### src/rtl/sfc_pkg.sv
package sfc_pkg;
  typedef enum logic [2:0] {
    OP_NONE,
    OP_READ,
    OP_FAST,
    OP_ID,
    OP_CFG,
    OP_EXIT
  } op_e;

  localparam logic [7:0] CMD_READ = 8'h03;
  localparam logic [7:0] CMD_FAST = 8'h0B;
  localparam logic [7:0] CMD_ID   = 8'h9F;
  localparam logic [7:0] CMD_CFG  = 8'h85;
  localparam logic [7:0] CMD_WREN = 8'h06;
  localparam logic [7:0] CMD_EXIT = 8'hE9;

  function automatic logic [7:0] op_cmd(op_e o);
    case (o)
      OP_READ: op_cmd = CMD_READ;
      OP_FAST: op_cmd = CMD_FAST;
      OP_ID:   op_cmd = CMD_ID;
      OP_CFG:  op_cmd = CMD_CFG;
      OP_EXIT: op_cmd = CMD_WREN;
      default: op_cmd = 8'h00;
    endcase
  endfunction
endpackage

### src/rtl/sfc_req_arb.sv
module sfc_req_arb
  import sfc_pkg::*;
(
  input  logic idle,
  input  logic req_read,
  input  logic req_fast,
  input  logic req_id,
  input  logic req_dummy,
  input  logic req_exit4b,
  input  logic wr_en,
  input  logic rd_en,
  output op_e  sel
);
  // Fixed priority; reads need the stream enable, the exit needs write enable.
  always_comb begin
    sel = OP_NONE;
    if (idle) begin
      if (req_exit4b && wr_en)    sel = OP_EXIT;
      else if (req_dummy)         sel = OP_CFG;
      else if (req_id)            sel = OP_ID;
      else if (req_fast && rd_en) sel = OP_FAST;
      else if (req_read && rd_en) sel = OP_READ;
    end
  end
endmodule

### src/rtl/sfc_shifter.sv
module sfc_shifter #(
  parameter int BW = 8
) (
  input  logic                  clk,
  input  logic                  rst_n,
  input  logic                  start,
  input  logic [BW-1:0]         tx,
  input  logic [$clog2(BW):0]   nbits,
  input  logic                  sdi,
  output logic                  done,
  output logic [BW-1:0]         rx,
  output logic                  sclk,
  output logic                  sdo
);
  localparam int CW = $clog2(BW) + 1;

  logic          active;
  logic          phase;
  logic [CW-1:0] cnt;
  logic [CW-1:0] len_q;
  logic [BW-1:0] tx_q;
  logic [BW-1:0] rx_q;
  logic          last;

  assign last = (cnt == len_q - CW'(1));
  assign done = active && phase && last;
  assign rx   = {rx_q[BW-2:0], sdi};

  // phase 0: clock low, data out settled; phase 1: clock high, data in sampled
  always_ff @(posedge clk or negedge rst_n) begin
    if (!rst_n) begin
      active <= 1'b0;
      phase  <= 1'b0;
      cnt    <= '0;
      len_q  <= '0;
      tx_q   <= '0;
      rx_q   <= '0;
      sclk   <= 1'b0;
      sdo    <= 1'b0;
    end else if (start) begin
      active <= 1'b1;
      phase  <= 1'b0;
      cnt    <= '0;
      len_q  <= nbits;
      tx_q   <= tx;
      sdo    <= tx[BW-1];
      sclk   <= 1'b0;
    end else if (active) begin
      if (!phase) begin
        sclk  <= 1'b1;
        phase <= 1'b1;
      end else begin
        sclk  <= 1'b0;
        phase <= 1'b0;
        rx_q  <= {rx_q[BW-2:0], sdi};
        if (last) begin
          active <= 1'b0;
        end else begin
          cnt  <= cnt + CW'(1);
          tx_q <= {tx_q[BW-2:0], 1'b0};
          sdo  <= tx_q[BW-2];
        end
      end
    end
  end
endmodule

### src/rtl/sfc_dummy_reg.sv
module sfc_dummy_reg #(
  parameter int DW            = 4,
  parameter int DEFAULT_DUMMY = 8
) (
  input  logic          clk,
  input  logic          rst_n,
  input  logic          load,
  input  logic [DW-1:0] load_val,
  output logic [DW-1:0] value
);
  always_ff @(posedge clk or negedge rst_n) begin
    if (!rst_n)    value <= DW'(DEFAULT_DUMMY);
    else if (load) value <= load_val;
  end
endmodule

### src/rtl/sflash_cmd_seq.sv
module sflash_cmd_seq
  import sfc_pkg::*;
#(
  parameter bit LARGE_ADDR    = 1'b0,
  parameter int DEFAULT_DUMMY = 8,
  parameter int GAP_CYCLES    = 2
) (
  input  logic                              clk,
  input  logic                              rst_n,
  input  logic                              req_read,
  input  logic                              req_fast,
  input  logic                              req_id,
  input  logic                              req_dummy,
  input  logic                              req_exit4b,
  input  logic                              wr_en,
  input  logic                              rd_en,
  input  logic [(LARGE_ADDR ? 32 : 24)-1:0] addr,
  output logic                              busy,
  output logic [7:0]                        rd_data,
  output logic                              rd_valid,
  input  logic                              rd_ready,
  output logic [7:0]                        id_out,
  output logic                              sf_cs_n,
  output logic                              sf_sclk,
  output logic                              sf_mosi,
  input  logic                              sf_miso
);
  localparam int AW  = LARGE_ADDR ? 32 : 24;
  localparam int NAB = AW / 8;
  localparam int IW  = $clog2(NAB) + 1;
  localparam int DW  = 4;
  localparam int GW  = $clog2(GAP_CYCLES + 1) + 1;

  typedef enum logic [3:0] {
    S_IDLE, S_CONFIRM, S_OPC, S_ADDR, S_DUMMY,
    S_NEXT, S_DATA, S_HOLD, S_GAP, S_RESP
  } st_e;

  st_e            st;
  op_e            op_q;
  op_e            sel;
  logic [AW-1:0]  addr_q;
  logic [IW-1:0]  abytes;
  logic [DW-1:0]  dleft;
  logic [GW-1:0]  gap_cnt;
  logic           exit2_q;
  logic           sh_start;
  logic [7:0]     sh_tx;
  logic [3:0]     sh_nbits;
  logic           sh_done;
  logic [7:0]     sh_rx;
  logic [DW-1:0]  dummy_val;
  logic           dummy_load;

  assign busy = (st != S_IDLE);

  sfc_req_arb u_arb (
    .idle       (st == S_IDLE),
    .req_read   (req_read),
    .req_fast   (req_fast),
    .req_id     (req_id),
    .req_dummy  (req_dummy),
    .req_exit4b (req_exit4b),
    .wr_en      (wr_en),
    .rd_en      (rd_en),
    .sel        (sel)
  );

  sfc_shifter #(.BW(8)) u_shift (
    .clk   (clk),
    .rst_n (rst_n),
    .start (sh_start),
    .tx    (sh_tx),
    .nbits (sh_nbits),
    .sdi   (sf_miso),
    .done  (sh_done),
    .rx    (sh_rx),
    .sclk  (sf_sclk),
    .sdo   (sf_mosi)
  );

  assign dummy_load = (st == S_RESP) && sh_done && (op_q == OP_CFG);

  sfc_dummy_reg #(.DW(DW), .DEFAULT_DUMMY(DEFAULT_DUMMY)) u_dummy (
    .clk      (clk),
    .rst_n    (rst_n),
    .load     (dummy_load),
    .load_val (sh_rx[7:4]),
    .value    (dummy_val)
  );

  always_ff @(posedge clk or negedge rst_n) begin
    if (!rst_n) begin
      st       <= S_IDLE;
      op_q     <= OP_NONE;
      addr_q   <= '0;
      abytes   <= '0;
      dleft    <= '0;
      gap_cnt  <= '0;
      exit2_q  <= 1'b0;
      sh_start <= 1'b0;
      sh_tx    <= '0;
      sh_nbits <= '0;
      sf_cs_n  <= 1'b1;
      rd_data  <= '0;
      rd_valid <= 1'b0;
      id_out   <= '0;
    end else begin
      sh_start <= 1'b0;
      case (st)
        S_IDLE: begin
          exit2_q <= 1'b0;
          if (sel == OP_EXIT) begin
            op_q <= OP_EXIT;
            st   <= S_CONFIRM;
          end else if (sel != OP_NONE) begin
            op_q     <= sel;
            addr_q   <= addr;
            sf_cs_n  <= 1'b0;
            sh_start <= 1'b1;
            sh_tx    <= op_cmd(sel);
            sh_nbits <= 4'd8;
            st       <= S_OPC;
          end
        end
        S_CONFIRM: begin
          if (wr_en) begin
            sf_cs_n  <= 1'b0;
            sh_start <= 1'b1;
            sh_tx    <= CMD_WREN;
            sh_nbits <= 4'd8;
            st       <= S_OPC;
          end else begin
            st <= S_IDLE;
          end
        end
        S_OPC: begin
          if (sh_done) begin
            case (op_q)
              OP_EXIT: begin
                sf_cs_n <= 1'b1;
                if (exit2_q) begin
                  st <= S_IDLE;
                end else begin
                  gap_cnt <= GW'(GAP_CYCLES);
                  st      <= S_GAP;
                end
              end
              OP_READ, OP_FAST: begin
                sh_start <= 1'b1;
                sh_tx    <= addr_q[AW-1 -: 8];
                sh_nbits <= 4'd8;
                addr_q   <= {addr_q[AW-9:0], 8'h00};
                abytes   <= IW'(NAB - 1);
                st       <= S_ADDR;
              end
              default: begin
                sh_start <= 1'b1;
                sh_tx    <= 8'h00;
                sh_nbits <= 4'd8;
                st       <= S_RESP;
              end
            endcase
          end
        end
        S_GAP: begin
          if (gap_cnt == '0) begin
            exit2_q  <= 1'b1;
            sf_cs_n  <= 1'b0;
            sh_start <= 1'b1;
            sh_tx    <= CMD_EXIT;
            sh_nbits <= 4'd8;
            st       <= S_OPC;
          end else begin
            gap_cnt <= gap_cnt - GW'(1);
          end
        end
        S_ADDR: begin
          if (sh_done) begin
            if (abytes != '0) begin
              abytes   <= abytes - IW'(1);
              sh_start <= 1'b1;
              sh_tx    <= addr_q[AW-1 -: 8];
              sh_nbits <= 4'd8;
              addr_q   <= {addr_q[AW-9:0], 8'h00};
            end else if (op_q == OP_FAST && dummy_val != '0) begin
              sh_start <= 1'b1;
              sh_tx    <= 8'h00;
              sh_nbits <= (dummy_val > 4'd8) ? 4'd8 : dummy_val;
              dleft    <= (dummy_val > 4'd8) ? dummy_val - 4'd8 : '0;
              st       <= S_DUMMY;
            end else begin
              st <= S_NEXT;
            end
          end
        end
        S_DUMMY: begin
          if (sh_done) begin
            if (dleft != '0) begin
              sh_start <= 1'b1;
              sh_tx    <= 8'h00;
              sh_nbits <= (dleft > 4'd8) ? 4'd8 : dleft;
              dleft    <= (dleft > 4'd8) ? dleft - 4'd8 : '0;
            end else begin
              st <= S_NEXT;
            end
          end
        end
        S_NEXT: begin
          if (rd_en) begin
            sh_start <= 1'b1;
            sh_tx    <= 8'h00;
            sh_nbits <= 4'd8;
            st       <= S_DATA;
          end else begin
            sf_cs_n <= 1'b1;
            st      <= S_IDLE;
          end
        end
        S_DATA: begin
          if (sh_done) begin
            rd_data  <= sh_rx;
            rd_valid <= 1'b1;
            st       <= S_HOLD;
          end
        end
        S_HOLD: begin
          if (rd_ready) begin
            rd_valid <= 1'b0;
            st       <= S_NEXT;
          end
        end
        S_RESP: begin
          if (sh_done) begin
            if (op_q == OP_ID) id_out <= sh_rx;
            sf_cs_n <= 1'b1;
            st      <= S_IDLE;
          end
        end
        default: st <= S_IDLE;
      endcase
    end
  end
endmodule

### config.mk
export PLATFORM = sky130hd
export DESIGN_NAME = sflash_cmd_seq
export DESIGN_NICKNAME = d
export VERILOG_FILES = /design/src/rtl/sfc_pkg.sv /design/src/rtl/sfc_req_arb.sv /design/src/rtl/sfc_shifter.sv /design/src/rtl/sfc_dummy_reg.sv /design/src/rtl/sflash_cmd_seq.sv
export SDC_FILE = /design/constraint.sdc
export NUM_CORES = 1
export LEC_CHECK = 0
export ABC_AREA = 0
export ABC_CLOCK_PERIOD_IN_PS = 3700
export CAP_MARGIN = 20
export CELL_PAD_IN_SITES_DETAIL_PLACEMENT = 1
export CELL_PAD_IN_SITES_GLOBAL_PLACEMENT = 1
export CORE_MARGIN = 2
export CORE_UTILIZATION = 30
export DETAILED_ROUTE_END_ITERATION = 8
export PLACE_DENSITY = 0.65
export SYNTH_ARGS = -nofsm -noshare
export SYNTH_HDL_FRONTEND = slang
export SYNTH_SLANG_ARGS = --single-unit
### constraint.sdc
create_clock -name clk -period 3.7 [get_ports clk]
set_input_delay 0.74 -clock clk [delete_from_list [all_inputs] [get_ports clk]]
set_output_delay 0.74 -clock clk [all_outputs]
set_load 0.05 [all_outputs]
==> reports/metrics.cfg <==
[finish]
syn_to_final_growth_pct = 21.34
final_common_cell = dfrtp_1
diodes = 0
utilization = 0.3698
nNetsFinal = 537
final_cell_mix = 100 x dfrtp_1, 54 x clkdlybuf4s50_1, 39 x mux2_2
layout-drive-gt1-share = 0.1697

[critical_path]
reg2reg_slack_ns = 0.82
r2r_end = sh_nbits[2]
critPathSlowestCell = clkdlybuf4s50_1
cp.required_ns = 2.96
cpPeakStageDelay_ns = 0.75
crit_chain = nor4_2 > inv_1 > clkdlybuf4s50_1
reg2reg_depth = 5
path_class = register to primary output
critPathLaunchType = register
path_max_fanout = 16
rr_startpoint = st[0]
cp-end-kind = primary output
worst_ep_arrival_time_ns = 2.49

[drt]
wire_per_inst_um = 16.60
vias = 3659
dr.pass1.iters = 4
drcViolationCount = 0
antenna_left = 0
drtIter0Drc = 185
viasPerCell = 5.075
wl_um = 11970

[global_route]
grt_remaining_overflow = 0
grt.total_usage = 0.1446
first_global_vias = 3971
grt_max_degree = 62
antenna_found_initial = 0
grt_first_pass_wirelength_um = 20440

[clock_tree]
numCtsBuffers = 9
post-cts-setup-buffers = 0
clkLatencyLatePin_ns = 0.36
cts_root_buf = clkbuf_16
cts.sinks = 102
cts-resized-gates = 0
clk_pin_slew_ns = 0.07
postCtsHoldBufs = 0
cts_tree = yes
cts.path.max_buffers = 2
htree_levels = 3

[job]
cap_violations = 0

[floorplanning]
io_pins = 56
core_region_area_um2 = 16470
die_y_um = 133.3
num_rows = 47
die_area_um2 = 17780
die_w_um = 133.3
start_util = 0.3048

[placement]
hpwl_um = 8731
port_buffers = 55
gp_congestion = 0.8472

[synth]
synth_area_um2 = 5019
ys_ff_latch = 102
async_flop_share = 1.000
synth_flop_cell = dfrtp_1
seq_area_frac_synth = 0.5091
synthCells = 442
syn-num-nets = 483
synth_edf_count = 0
ys_types = 66
syn_area_per_cell_um2 = 11.35
yosys_warnings = 0

[sta]
max_slew_margin = 0.4523
rsz0062_at_grt = no
min_period_over_period = 0.8733
setup_viol = 0
slew_violations = 0
min_period_ns = 3.231
worst_slew_pin_slew_ns = 0.8216
fmax_ghz = 0.3095
tns_ns = 0
hold_viol_final = 0
fin_skew_ns = 0.01189

[worst_hold_path]
hold_class = input pin to async pin

[power]
power_leakage_nw = 2.721
p_per_area_nw_per_um2 = 674.6
ir_worst_vdd_mv = 0.2437
design_power_total_w = 0.004108

[status]
outcome = finished clean

-- metal layers --
| metal | up-vias | global-route usage | part of all wire |
|---|---|---|---|
| met5 | - | 0 | 0 |
| met3 | 17 | 0.03234 | 0.036 |
| li1 | 1727 | - | - |
| met1 | 1852 | 0.1869 | 0.46 |
| met4 | 0 | 0.05496 | 0.020 |
| met2 | 63 | 0.2377 | 0.48 |
-- through the flow --
step                      instances  setup slack, ns  hold slack (ns)  area (um2)
final                           721           0.4687           0.4490        6090
after floorplan                 442            1.264           0.4416        5019
after detailed placement        705           0.6032           0.4773        5802
after global placement          705           0.6619           0.4576        5802
after global routing            721           0.3228           0.5001        6090
after CTS                       721           0.4376           0.4870        6090
-- power by group --
group          switching (W)  internal (W)  total (W)
Combinational       0.000732      0.000675    0.00141
Sequential          0.000350       0.00143    0.00178
Clock               0.000455      0.000469   0.000924
Total                0.00154       0.00257    0.00411
-- state kept, by name (all words and copies together), names as in the netlist, 4 cells and up --
register / flops
u_shift.tx_q: 7
id_out: 8
u_shift.len_q: 4
u_shift.cnt: 4
rd_data: 8
u_shift.rx_q: 7
dleft: 4
sh_nbits: 4
sh_tx: 8
addr_q: 24
st: 4
u_dummy.value: 4
-- worst max-delay path by stage --
stage,start,endpoint,cells past startpoint
after floorplan,u_shift.len_q[0],u_dummy.value[0],8
after global placement,rd_en,sh_nbits[1],6
after detailed placement,rd_en,sh_nbits[2],6
after CTS,st[0],busy,3
after global routing,st[0],busy,3
final,st[0],busy,3
-- final cells by class --
type                            count  area, um2
Clock buffer                       10      229.0
Clock inverter                      6      58.81
Fill cell                        1856      10380
Inverter                           16      60.06
Multi-Input combinational cell    304       2303
Sequential cell                   102       2555
Tap cell                          220      275.3
Timing Repair Buffer               63      608.1
-- cell usage after synthesis (all sizes together), types with 9 or more instances --
| cell type | instances | area (um2) |
|---|---|---|
| a21oi | 16 | 83.83 |
| a221o | 17 | 170.2 |
| a22o | 13 | 113.9 |
| a31oi | 9 | 56.30 |
| and2 | 17 | 106.4 |
| buf | 10 | 62.55 |
| clkbuf | 10 | 37.54 |
| dfrtp | 100 | 2502 |
| inv | 16 | 60.05 |
| mux2 | 44 | 510.5 |
| mux2i | 14 | 140.1 |
| nand2 | 30 | 112.6 |
| nor2 | 22 | 82.58 |
| o21ai | 24 | 120.1 |
-- cell families after synthesis --
kind of cell,Yosys count,share of synthesized area
AND/OR/NAND/NOR,120,0.1339
AO/OA/AOI/OAI,111,0.1606
flip-flops,102,0.5091
multiplexers,58,0.1296
buffers and inverters,36,0.03191
XOR/XNOR,9,0.01995
adder cells (fa/ha/maj),6,0.01496
-- critical path, delay by kind of cell (launching register included) --
family | cells | cell delay [ns]
buffers and inverters | 2 | 0.97
flip-flops | 1 | 0.60
AND/OR/NAND/NOR | 1 | 0.56
Note: power is estimated with default switching activity, not from simulation.
